===== src/rtl/bws_pkg.sv =====
package bws_pkg;

    typedef enum logic [1:0] {
        ST_IDLE   = 2'd0,
        ST_ACC_LO = 2'd1,
        ST_ACC_HI = 2'd2,
        ST_DONE   = 2'd3
    } seq_state_e;

endpackage


===== src/rtl/bws_sequencer.sv =====
module bws_sequencer
    import bws_pkg::*;
#(
    parameter int AW = 24,
    parameter int DW = 16
) (
    input  logic          clk,
    input  logic          rst,
    input  logic          req_valid,
    input  logic [AW-1:0] req_addr,
    input  logic [DW-1:0] req_wdata,
    input  logic          req_write,
    input  logic          dev_wide,
    input  logic          dev_ack,
    input  logic [DW-1:0] dev_rdata,
    output seq_state_e    state,
    output logic          wide,
    output logic [AW-1:0] base_addr,
    output logic [DW-1:0] wdata,
    output logic          write,
    output logic [DW-1:0] rdata
);

    localparam int HALF = DW / 2;

    typedef struct packed {
        seq_state_e    st;
        logic          wide;
        logic [AW-1:0] addr;
        logic [DW-1:0] wdata;
        logic          wr;
        logic [DW-1:0] rdata;
    } seq_regs_t;

    seq_regs_t seq_d, seq_q;

    always_comb begin
        seq_d = seq_q;
        unique case (seq_q.st)
            ST_IDLE: begin
                if (req_valid) begin
                    seq_d.st    = ST_ACC_LO;
                    seq_d.wide  = dev_wide;
                    seq_d.addr  = req_addr & ~AW'(1);
                    seq_d.wdata = req_wdata;
                    seq_d.wr    = req_write;
                    seq_d.rdata = '0;
                end
            end
            ST_ACC_LO: begin
                if (dev_ack) begin
                    if (seq_q.wide) begin
                        seq_d.rdata = dev_rdata;
                        seq_d.st    = ST_DONE;
                    end else begin
                        seq_d.rdata[HALF-1:0] = dev_rdata[HALF-1:0];
                        seq_d.st              = ST_ACC_HI;
                    end
                end
            end
            ST_ACC_HI: begin
                if (dev_ack) begin
                    seq_d.rdata[DW-1:HALF] = dev_rdata[HALF-1:0];
                    seq_d.st               = ST_DONE;
                end
            end
            ST_DONE: begin
                seq_d.st = ST_IDLE;
            end
            default: seq_d.st = ST_IDLE;
        endcase
    end

    always_ff @(posedge clk) begin
        if (rst) begin
            seq_q <= '{st: ST_IDLE, default: '0};
        end else begin
            seq_q <= seq_d;
        end
    end

    assign state     = seq_q.st;
    assign wide      = seq_q.wide;
    assign base_addr = seq_q.addr;
    assign wdata     = seq_q.wdata;
    assign write     = seq_q.wr;
    assign rdata     = seq_q.rdata;


    width_hold_chk: assert property (@(posedge clk) disable iff (rst)
        (seq_q.st != ST_IDLE && $past(seq_q.st) != ST_IDLE) |-> $stable(seq_q.wide));


    wide_no_hi_chk: assert property (@(posedge clk) disable iff (rst)
        seq_q.wide |-> seq_q.st != ST_ACC_HI);


    hi_after_lo_chk: assert property (@(posedge clk) disable iff (rst)
        (seq_q.st == ST_ACC_HI && $past(seq_q.st) != ST_ACC_HI) |-> $past(seq_q.st) == ST_ACC_LO);

endmodule


===== src/rtl/bws_lane_steer.sv =====
module bws_lane_steer
    import bws_pkg::*;
#(
    parameter int AW = 24,
    parameter int DW = 16
) (
    input  seq_state_e    state,
    input  logic          wide,
    input  logic [AW-1:0] base_addr,
    input  logic [DW-1:0] wdata,
    input  logic          write,
    output logic          dev_strobe,
    output logic [AW-1:0] dev_addr,
    output logic          dev_write,
    output logic [DW-1:0] dev_wdata
);

    localparam int HALF = DW / 2;

    logic hi_phase;
    logic [HALF-1:0] byte_sel;

    always_comb begin
        hi_phase   = (state == ST_ACC_HI);
        dev_strobe = (state == ST_ACC_LO) || hi_phase;
        dev_addr   = base_addr | AW'(hi_phase);
        dev_write  = dev_strobe & write;
        byte_sel   = hi_phase ? wdata[DW-1:HALF] : wdata[HALF-1:0];
        if (!dev_strobe) begin
            dev_wdata = '0;
        end else if (wide) begin
            dev_wdata = wdata;
        end else begin
            dev_wdata = {{HALF{1'b0}}, byte_sel};
        end
    end

endmodule


===== src/rtl/bus_width_splitter.sv =====
module bus_width_splitter
    import bws_pkg::*;
#(
    parameter int AW = 24,
    parameter int DW = 16
) (
    input  logic          clk,
    input  logic          rst,
    input  logic          req_valid,
    output logic          req_ready,
    input  logic [AW-1:0] req_addr,
    input  logic [DW-1:0] req_wdata,
    input  logic          req_write,
    output logic [DW-1:0] rsp_rdata,
    input  logic          dev_wide,
    output logic          dev_strobe,
    input  logic          dev_ack,
    output logic [AW-1:0] dev_addr,
    output logic          dev_write,
    output logic [DW-1:0] dev_wdata,
    input  logic [DW-1:0] dev_rdata
);

    seq_state_e    state;
    logic          wide;
    logic [AW-1:0] base_addr;
    logic [DW-1:0] wdata;
    logic          write;
    logic [DW-1:0] rdata;

    bws_sequencer #(.AW(AW), .DW(DW)) u_seq (
        .clk       (clk),
        .rst       (rst),
        .req_valid (req_valid),
        .req_addr  (req_addr),
        .req_wdata (req_wdata),
        .req_write (req_write),
        .dev_wide  (dev_wide),
        .dev_ack   (dev_ack),
        .dev_rdata (dev_rdata),
        .state     (state),
        .wide      (wide),
        .base_addr (base_addr),
        .wdata     (wdata),
        .write     (write),
        .rdata     (rdata)
    );

    bws_lane_steer #(.AW(AW), .DW(DW)) u_steer (
        .state      (state),
        .wide       (wide),
        .base_addr  (base_addr),
        .wdata      (wdata),
        .write      (write),
        .dev_strobe (dev_strobe),
        .dev_addr   (dev_addr),
        .dev_write  (dev_write),
        .dev_wdata  (dev_wdata)
    );

    assign req_ready = (state == ST_DONE);
    assign rsp_rdata = rdata;


    ready_excl_strobe_chk: assert property (@(posedge clk) disable iff (rst)
        req_ready |-> !dev_strobe);


    ready_pulse_chk: assert property (@(posedge clk) disable iff (rst)
        req_ready |=> !req_ready);


    ready_after_ack_chk: assert property (@(posedge clk) disable iff (rst)
        $rose(req_ready) |-> $past(dev_strobe && dev_ack));


    access_hold_chk: assert property (@(posedge clk) disable iff (rst)
        (dev_strobe && !dev_ack) |=> (dev_strobe && $stable(dev_addr) && $stable(dev_wdata)));


    odd_follows_access_chk: assert property (@(posedge clk) disable iff (rst)
        (dev_strobe && dev_addr[0]) |-> $past(dev_strobe));

endmodule


===== config.mk =====
export PLATFORM = sky130hd
export DESIGN_NAME = bus_width_splitter
export DESIGN_NICKNAME = d
export VERILOG_FILES = /design/src/rtl/bws_pkg.sv /design/src/rtl/bws_sequencer.sv /design/src/rtl/bws_lane_steer.sv /design/src/rtl/bus_width_splitter.sv
export SDC_FILE = /design/constraint.sdc
export NUM_CORES = 1
export LEC_CHECK = 0
export BUFFER_PORTS_ARGS = -buffer_cell sky130_fd_sc_hd__buf_2
export CORE_ASPECT_RATIO = 1.25
export CORE_MARGIN = 1
export CORE_UTILIZATION = 50
export CTS_CLUSTER_SIZE = 30
export DETAILED_ROUTE_END_ITERATION = 16
export PLACE_DENSITY_LB_ADDON = 0.2
export RECOVER_POWER = 100
export SLEW_MARGIN = 20
export SYNTH_ARGS = -nofsm -noshare
export SYNTH_HDL_FRONTEND = slang
export SYNTH_SLANG_ARGS = --single-unit

===== constraint.sdc =====
create_clock -name clk -period 3.42 [get_ports clk]
set_clock_uncertainty 0.1 [all_clocks]
set_input_delay 0.513 -clock clk [delete_from_list [all_inputs] [get_ports clk]]
set_output_delay 0.513 -clock clk [all_outputs]
set_load 0.03 [all_outputs]

# Word-level counts from Yosys, hierarchy flattened
# Index checks and enable logic that the tools add are counted.
dict set report word_totals {
  reg_bits 59
  inputBits 62
  word_cells 37
  output_inout_bits 59
}
dict set report classes {
  reduce_logical 8
  mux 13
  bitwise_logic 2
  n_eq_ne 7
}
# op n
set op_table {}
lappend op_table {{$mux 60} 1}
lappend op_table {{$mux 16} 3}
lappend op_table {{$mux 8} 3}
lappend op_table {{$or 24x1->24} 1}
lappend op_table {{$pmux 8 s3} 1}
lappend op_table {{$pmux 8 s2} 1}
lappend op_table {{$pmux 2 s4} 1}
lappend op_table {{$ne 2x2->1 const B} 3}
lappend op_table {{$reduce_and 3->1} 2}
lappend op_table {{$reduce_and 5->1} 1}
lappend op_table {{$eq 2x2->1 const B} 2}
lappend op_table {{$mux 2} 2}
lappend op_table {{$reduce_bool 3->1} 1}
lappend op_table {{$eq 2x1->1 const B} 1}
lappend op_table {{$logic_not 2->1} 1}
lappend op_table {{$ne 2x1->1 const B} 1}
lappend op_table {{$reduce_and 2->1} 1}
lappend op_table {{$reduce_bool 2->1} 1}
lappend op_table {{$and 1x1->1} 1}
lappend op_table {{$logic_or 1x1->1} 1}
lappend op_table {{$mux 1} 1}

# Longest topological paths before layout
# Gate-level depths: netlist of the first run.
dict set report depth {
  ltp_word 4
  ltp_mapped 7
  ltp_nobuf 5
}

# Modules after synthesis
# A second synthesis of the first run with hierarchy kept.
dict set report hier_totals {
  hier_cells 354
  hier_area_um2 2899.0
}
# mod seq_area_each_um2 area_each_um2 cells_per_inst instances
set modules_own_cells {}
lappend modules_own_cells {bws_sequencer 1181.1 2363.5 287 1}
lappend modules_own_cells {bws_lane_steer 0.0 529.3 66 1}
lappend modules_own_cells {bus_width_splitter 0.0 6.3 1 1}

# Worst setup path before layout of the first run
# No wires, ideal clock.
dict set report synth_timing {
  path_kind {reg2out}
  startpoint {reg u_seq.seq_q, in the netlist u_seq.state[1]}
  endpoint {out dev_wdata[0]}
  arrival_time_ns 1.713
  t_required_ns 2.807
  path_stages_with_launch 5
  n_path_buf 1
  path_slack_ns 1.094
  cell_sequence {dfxtp_1 inv_1 ha_1 clkbuf_1 nor2b_1}
}
dict set report synth_between {
  word_cells_on_any_way 6
  classes_between {eq/ne: 2; mux: 3; reduce/logical: 1}
}
# element line
set synth_lines {}
lappend synth_lines {{start: declaration} bws_sequencer.sv:35} ;# seq_regs_t seq_d, seq_q;
lappend synth_lines {{start signal: assignment} bws_sequencer.sv:78} ;# seq_q <= seq_d;
lappend synth_lines {{$eq 2x1->1 or $eq 2x2->1 (tied branches)} {bws_lane_steer.sv:25, bws_lane_steer.sv:24}}
lappend synth_lines {{$logic_or 1x1->1 (*)} bws_lane_steer.sv:25} ;# dev_strobe = (state == ST_ACC_LO) || hi_phase;
lappend synth_lines {{via dev_strobe} bus_width_splitter.sv:16} ;# output logic dev_strobe,
lappend synth_lines {{$mux 16 (*)} bws_lane_steer.sv:29} ;# if (!dev_strobe) begin
lappend synth_lines {{end: declaration} bus_width_splitter.sv:20} ;# output logic [DW-1:0] dev_wdata,
# The timed path passes the listed nets; every way through them passes the cells marked *.

# Worst setup path in the final report of the first run
dict set report layout_timing {
  startpoint {reg u_seq.seq_q, in the netlist u_seq.state[0]}
  endpoint {out dev_wdata[5]}
}
dict set report layout_between {
  elab_chain_cells 4
  word_cells_on_any_way 6
  classes_between {eq/ne: 2; mux: 3; reduce/logical: 1}
}
# element line
set layout_rtl {}
lappend layout_rtl {{$eq 2x2->1} bws_lane_steer.sv:24} ;# hi_phase = (state == ST_ACC_HI);
lappend layout_rtl {{$mux 8} bws_lane_steer.sv:28} ;# byte_sel = hi_phase ? wdata[DW-1:HALF] : wdata[HALF-1:0];
lappend layout_rtl {{$mux 16} bws_lane_steer.sv:31} ;# end else if (wide) begin
lappend layout_rtl {{$mux 16 (*)} bws_lane_steer.sv:29}
# Every way passes the cells marked *; elsewhere a longest branch is shown, timed or not.

==> summary.md, run 1 <==
| Metric | Value |
|---|---|
| Total GRT Usage | 23.35% |
| 1st-iter DRT viols | 97 |
| Routed Antenna Nets | 0 |
| Post-DP HPWL | 4249 um |
| Reg2reg setup slack | 0.76 ns |
| CP Launch Type | flip-flop |
| Status | complete, no violations |
| Switch share | 39.90% |
| Ant diodes | 0 |
| Post-place setup slack | 1.026 ns |
| P&R area growth vs syn | 28.05% |
| Ys Warns | 0 |
| I/O pin count | 121 |
| Max IR drop VDD | 0.4448 mV |
| Global-route wire length before repair | 9425 um |
| Synth Area in Compound Gates | 15.35% |
| Final hold violations | 0 |
| Power Density | 787.7 nW/um^2 |
| Port Buf Inserts | 119 |
| Die Y-Extent | 82 um |
| CTS H-Tree Depth | 3 |
| Period utilisation layout | 83.73% |
| Cts repair resizes | 0 |
| Crit path DAT | 2.25 ns |
| Die W | 66 um |
| CTS tree | yes |
| Mux share of post-synthesis cell area | 6.647% |
| Final WL | 6259 um |
| Tmin final | 2.864 ns |
| Comb pwr share | 39.2% |
| Post-Syn Nets | 386 |
| Unrepaired setup endpoints after global routing | no |
| Pint | 1.552 mW |
| TritonCTS Buffers | 9 |
| Setup Fix Bufs, Post-CTS | 0 |
| Synth Cell Area | 2560 um^2 |
| Net Switching | 1.030 mW |
| Required @ worst endpoint | 2.81 ns |
| Crit end category | primary output |
| Initial antenna violation count | 0 |
| Initial core utilization | 52.95% |
| Wirelength per Cell | 12.80 um |
| CP max FO | 11 |
| Syn Area/Cell | 8.050 um^2 |
| Setup TNS | 0 ns |
| Critical Setup Path Class | reg -> out |
| Synth Area in XOR/XNOR | 0% |
| Adder-Cell Fraction of Synth Area | 2.933% |
| Final WS setup | 0.5564 ns |
| Static leakage | 1.352 nW |
| Simple-gate share of the synthesized area | 24.10% |
| Row cnt | 28 |
| Gr ovfl total | 0 |
| Slew margin rel. | 25.66% |
| Worst-path clk slew | 0.07 ns |
| Vias per Instance | 5.086 |
| Sequential power share | 33.8% |
| Vias in the first global route | 2210 |
| DR vias | 2487 |
| Post-route DRC | 0 |
| Max-cap violations | 0 |
| Clock tree buffer depth | 2 |
| Clk sinks | 59 |
| Max Freq | 0.3492 GHz |
| Routability congestion estimate | 0.7655 |
| Clock power share | 27.1% |
| Final setup fails | 0 |
| Post-CTS Hold Buffers | 0 |
| Worst hold path type | in -> reg |
| Least-Margin Pin Slew | 1.114 ns |
| Clock latency on the worst-skew pair | 0.34 ns |
| Share of the core filled with cells | 67.81% |
| DIE AREA | 5412 um^2 |
| Max-slew violations | 0 |
| Nets@finish | 493 |
| Largest family of logic cells by synthesized area | simple AND/OR/NAND/NOR gates |
| Largest net degree at the start of global routing | 60 |
| Cells after Synth | 318 |
| Total core area | 4835 um^2 |
| DRT Pass-1 Iters | 4 |
| Register area share after synthesis | 46.14% |
| Clk root buf | clkbuf_8 |
| Share of cells above drive strength 1 | 17.95% |
| Number of synthesized register bits | 59 |
| Synth cell types | 23 |
==> synthesized netlist by cell type (all sizes together) <==
cell type  count  area [um^2]
nand2         91        341.6
nand2b         9        56.30
nand3          8        40.04
inv            2        7.510
a21oi         51        255.2
buf            5        32.53
mux2i         17        170.2
dfxtp         59         1181
a211oi         1        7.510
and2           3        18.77
nand3b         1        7.510
a22o           8        70.07
or4            2        15.01
nor2b         14        87.58
and3           8        50.05
o21ai         10        50.05
clkbuf        22        83.83
ha             6        75.07
o21ba          1        10.01
==> sequential cells by signal, summed over array words and instances (netlist names) <==
signal / count
u_seq.base_addr: 23
u_seq.rdata: 16
u_seq.state: 2
u_seq.wdata: 16
u_seq.wide: 1
u_seq.write: 1
==> critical path: stages, from the launching register on <==
cell      delay, ns
dfxtp_1        0.34
inv_1          0.13
ha_1           0.40
nor2b_1        0.44
mux2i_1        0.14
nor2b_1        0.14
clkbuf_1       0.32
==> per-stage QoR <==
stage          std cells  instance area (um^2)  total power, mW  hold slack, ns
6_report             489                  3278            2.582          0.3067
5_1_grt              489                  3278            2.739          0.2928
4_1_cts              489                  3359            2.635          0.2974
3_5_place_dp         474                  3144            1.933          0.3448
3_3_place_gp         474                  3144            1.916          0.3387
2_1_floorplan        318                  2560            1.702          0.3317
==> routing by layer <==
| metal | routed length [um] | vias to the layer above | track usage [%] |
|---|---|---|---|
| li1 | - | 1265 | - |
| met3 | 436 | 5 | 8.333 |
| met4 | 59 | 0 | 9.574 |
| met5 | 0 | - | 0 |
| met1 | 2575 | 1136 | 25.67 |
| met2 | 3188 | 81 | 40.51 |
==> power groups by stage <==
stage / Sequential (mW) / Clock (mW) / Combinational (mW)
5_1_grt: 0.885 / 0.740 / 1.11
3_3_place_gp: 0.879 / 0 / 1.04
2_1_floorplan: 0.997 / 0 / 0.705
3_5_place_dp: 0.885 / 0 / 1.05
4_1_cts: 0.870 / 0.712 / 1.05
6_report: 0.872 / 0.698 / 1.01
==> layout by cell type, fill, tap and decap left out, drive strengths merged <==
cell type and count:
inv 2, a22o 8, mux2i 17, a211oi 1
clkinv 2, a21oi 51, and2 3, bufinv 2
o21ai 10, nand3 8, dfxtp 59, buf 62
nand2 91, clkbuf 71, clkinvlp 1, ha 6
o21ba 1, nand2b 9, nor2b 14, and3 8
or4 2, nand3b 1
==> area by class of cell <==
type	count	area, um^2
clock inverter	5	77.57
clock buffer	10	137.6
fill	476	1556
tap	60	75.07
inverter	2	7.507
multi-input combinational	230	1255
timing repair buffer	123	544.3
sequential	59	1181
==> path summary, 6_finish.rpt <==
check                                            to          startpoint  depth (start not counted)
worst min-delay path            u_seq.base_addr[18]        req_addr[18]                          3
worst min register to register   u_seq.base_addr[9]  u_seq.base_addr[9]                          2
worst max-delay path                   dev_wdata[5]      u_seq.state[0]                          6
worst max register to register  u_seq.base_addr[11]      u_seq.state[0]                          6
==> cell families (layout without fill, tap and decap cells) <==
logic type / count (synthesis) / count (layout)
AO/OA/AOI/OAI: 71 / 71
adder cells (fa/ha/maj): 6 / 6
buffers and inverters: 29 / 140
flip-flops: 59 / 59
multiplexers: 17 / 17
AND/OR/NAND/NOR: 136 / 136
(Power assumes the default switching activity.)
==> run 2: changes to the inputs <==
- CORE_UTILIZATION: 50 -> 42
- clock period: 3.42 -> 2.5 ns (I/O delays scaled with it)
==> summary.md, run 2 (synthesis gave the netlist of run 1 again) <==
| Metric | Value |
|---|---|
| Initial antenna violation count | 0 |
| Most common cell after layout, fill and taps aside | nand2_1 |
| Post-DP HPWL | 4407 um |
| CP max FO | 4 |
| Max Freq | 0.4258 GHz |
| Final WS setup | 0.1516 ns |
| Clock power share | 27.3% |
| Crit path DAT | 1.87 ns |
| Final hold slack | 0.1779 ns |
| Post-route DRC | 0 |
| Most frequent cells in the layout | nand2_1, buf_2, dfxtp_1 |
| Setup TNS | 0 ns |
| Comb pwr share | 39.6% |
| Global-route wire length before repair | 9570 um |
| Unrepaired setup endpoints after global routing | no |
| 1st-iter DRT viols | 115 |
| CP Launch Type | flip-flop |
| Pint | 2.191 mW |
| DIE AREA | 6413 um^2 |
| Die Y-Extent | 89.29 um |
| Max IR drop VDD | 0.6702 mV |
| Grt met3 use | 4.961% |
| Static leakage | 1.426 nW |
| Max-cap violations | 0 |
| Total GRT Usage | 19.56% |
| Ant diodes | 0 |
| Required @ worst endpoint | 2.03 ns |
| Least-Margin Pin Slew | 0.7899 ns |
| Fillcell total | 605 |
| Row cnt | 31 |
| Vias in the first global route | 2103 |
| Port Buf Inserts | 119 |
| Crit end category | primary output |
| Clk root buf | clkbuf_8 |
| I/O pin count | 121 |
| Reg-to-reg endpoint | u_seq.rdata[13] |
| Post-CTS Hold Buffers | 0 |
| Final setup fails | 0 |
| Worst-path clk slew | 0.07 ns |
| Nets@finish | 496 |
| Net Switching | 1.409 mW |
| Share of cells above drive strength 1 | 22.40% |
| Largest register FFs | 23 |
| Gr ovfl total | 0 |
| Switch share | 39.14% |
| Hold path startpoint | req_wdata[6] |
| Reg2reg setup slack | 0.39 ns |
| Post-place setup slack | 0.3988 ns |
| Hold worst-path end | u_seq.wdata[6] |
| CTS tree | yes |
| Status | complete, no violations |
| Depth of the worst hold-timing path | 3 |
| Routability congestion estimate | 0.8185 |
| CTS H-Tree Depth | 3 |
| Vias per Instance | 5.054 |
| Clk sinks | 59 |
| Met1 usage | 23.61% |
| Final WL | 6382 um |
| FF-to-FF Start | u_seq.state[1] |
| GR peak layer | met2 |
| Total core area | 5818 um^2 |
| Slew margin rel. | 47.34% |
| Clock tree buffer depth | 2 |
| TritonCTS Buffers | 9 |
| Initial core utilization | 44.00% |
| Period utilisation layout | 93.94% |
| Largest net degree at the start of global routing | 42 |
| DR vias | 2522 |
| Reg2Reg Depth | 5 |
| Power Density | 1077 nW/um^2 |
| DRT Pass-1 Iters | 4 |
| Final hold violations | 0 |
| P&R area growth vs syn | 30.55% |
| GR Util met2 | 31.82% |
| Die W | 71.83 um |
| Wirelength per Cell | 12.79 um |
| Tmin final | 2.348 ns |
| Clock latency on the worst-skew pair | 0.32 ns |
| Sequential power share | 33.1% |
| Worst hold path type | in -> reg |
| Routed Antenna Nets | 0 |
| Critical Setup Path Class | reg -> out |
| Max-slew violations | 0 |
==> run 2: changes by cell type in the layout (fill, tap and decap cells not counted) <==
cell | previous run | this run
and2_0 | 1 | 0
buf_4 | 2 | 4
clkinv_2 | 2 | 1
and2_1 | 2 | 3
clkbuf_2 | 0 | 11
ha_1 | 6 | 5
nor2b_2 | 0 | 1
ha_2 | 0 | 1
clkbuf_1 | 61 | 47
clkbuf_8 | 10 | 11
buf_2 | 60 | 65
nor2b_1 | 14 | 13
==> run 2: power groups by stage <==
stage | clock, mW | sequential, mW | combinational (mW)
3_5_place_dp | 0 | 1.21 | 1.47
3_3_place_gp | 0 | 1.20 | 1.47
4_1_cts | 1.01 | 1.19 | 1.48
2_1_floorplan | 0 | 1.36 | 0.965
6_report | 0.981 | 1.19 | 1.43
5_1_grt | 1.06 | 1.21 | 1.57
==> run 2: metrics by stage <==
stage / power, mW / utilization [%] / instance area, um^2 / std cells
6_report: 3.599 / 57.44 / 3342 / 499
5_1_grt: 3.843 / 57.44 / 3342 / 499
4_1_cts: 3.671 / 58.47 / 3402 / 499
3_5_place_dp: 2.683 / 54.56 / 3174 / 483
3_3_place_gp: 2.671 / 54.56 / 3174 / 483
2_1_floorplan: 2.328 / - / 2560 / 318
==> run 2: worst max path at each step <==
stage | from | slack [ns] | end | cells past startpoint
finish | u_seq.state[0] | 0.15 | dev_wdata[2] | 6
global route | u_seq.state[0] | 0.006 | dev_wdata[2] | 6
global placement | u_seq.state[1] | 0.41 | u_seq.rdata[15] | 5
CTS | u_seq.state[0] | 0.10 | dev_wdata[4] | 6
floorplan | u_seq.state[1] | 0.31 | dev_wdata[0] | 4
detailed placement | u_seq.state[1] | 0.40 | u_seq.rdata[9] | 5
==> run 2: metal layers <==
metal,vias up,wire length [um]
met3,11,377
li1,1271,-
met4,0,123
met2,85,3093
met5,-,0
met1,1155,2787
==> run 2: critical path, stage by stage, from the launching register on <==
cell	delay [ns]
dfxtp_1	0.34
inv_1	0.13
ha_1	0.19
nor2b_1	0.41
mux2i_1	0.14
nor2b_1	0.13
buf_2	0.21
==> run 2: cell type report <==
cell class / count / area (um^2) / share of cell area [%]
clock buffer: 12 / 155.1 / 4.642
inverter: 2 / 7.507 / 0.2246
clock inverter: 4 / 72.57 / 2.171
multi-input combinational: 230 / 1260 / 37.70
tap: 66 / 82.58 / 2.471
sequential: 59 / 1181 / 35.34
timing repair buffer: 126 / 583.1 / 17.45
==> run 2: repair_timing <==
item                       4_1_cts  5_1_grt
setup endpoints to repair        0        5
setup buffers                    0        0
gates resized for setup          0        2
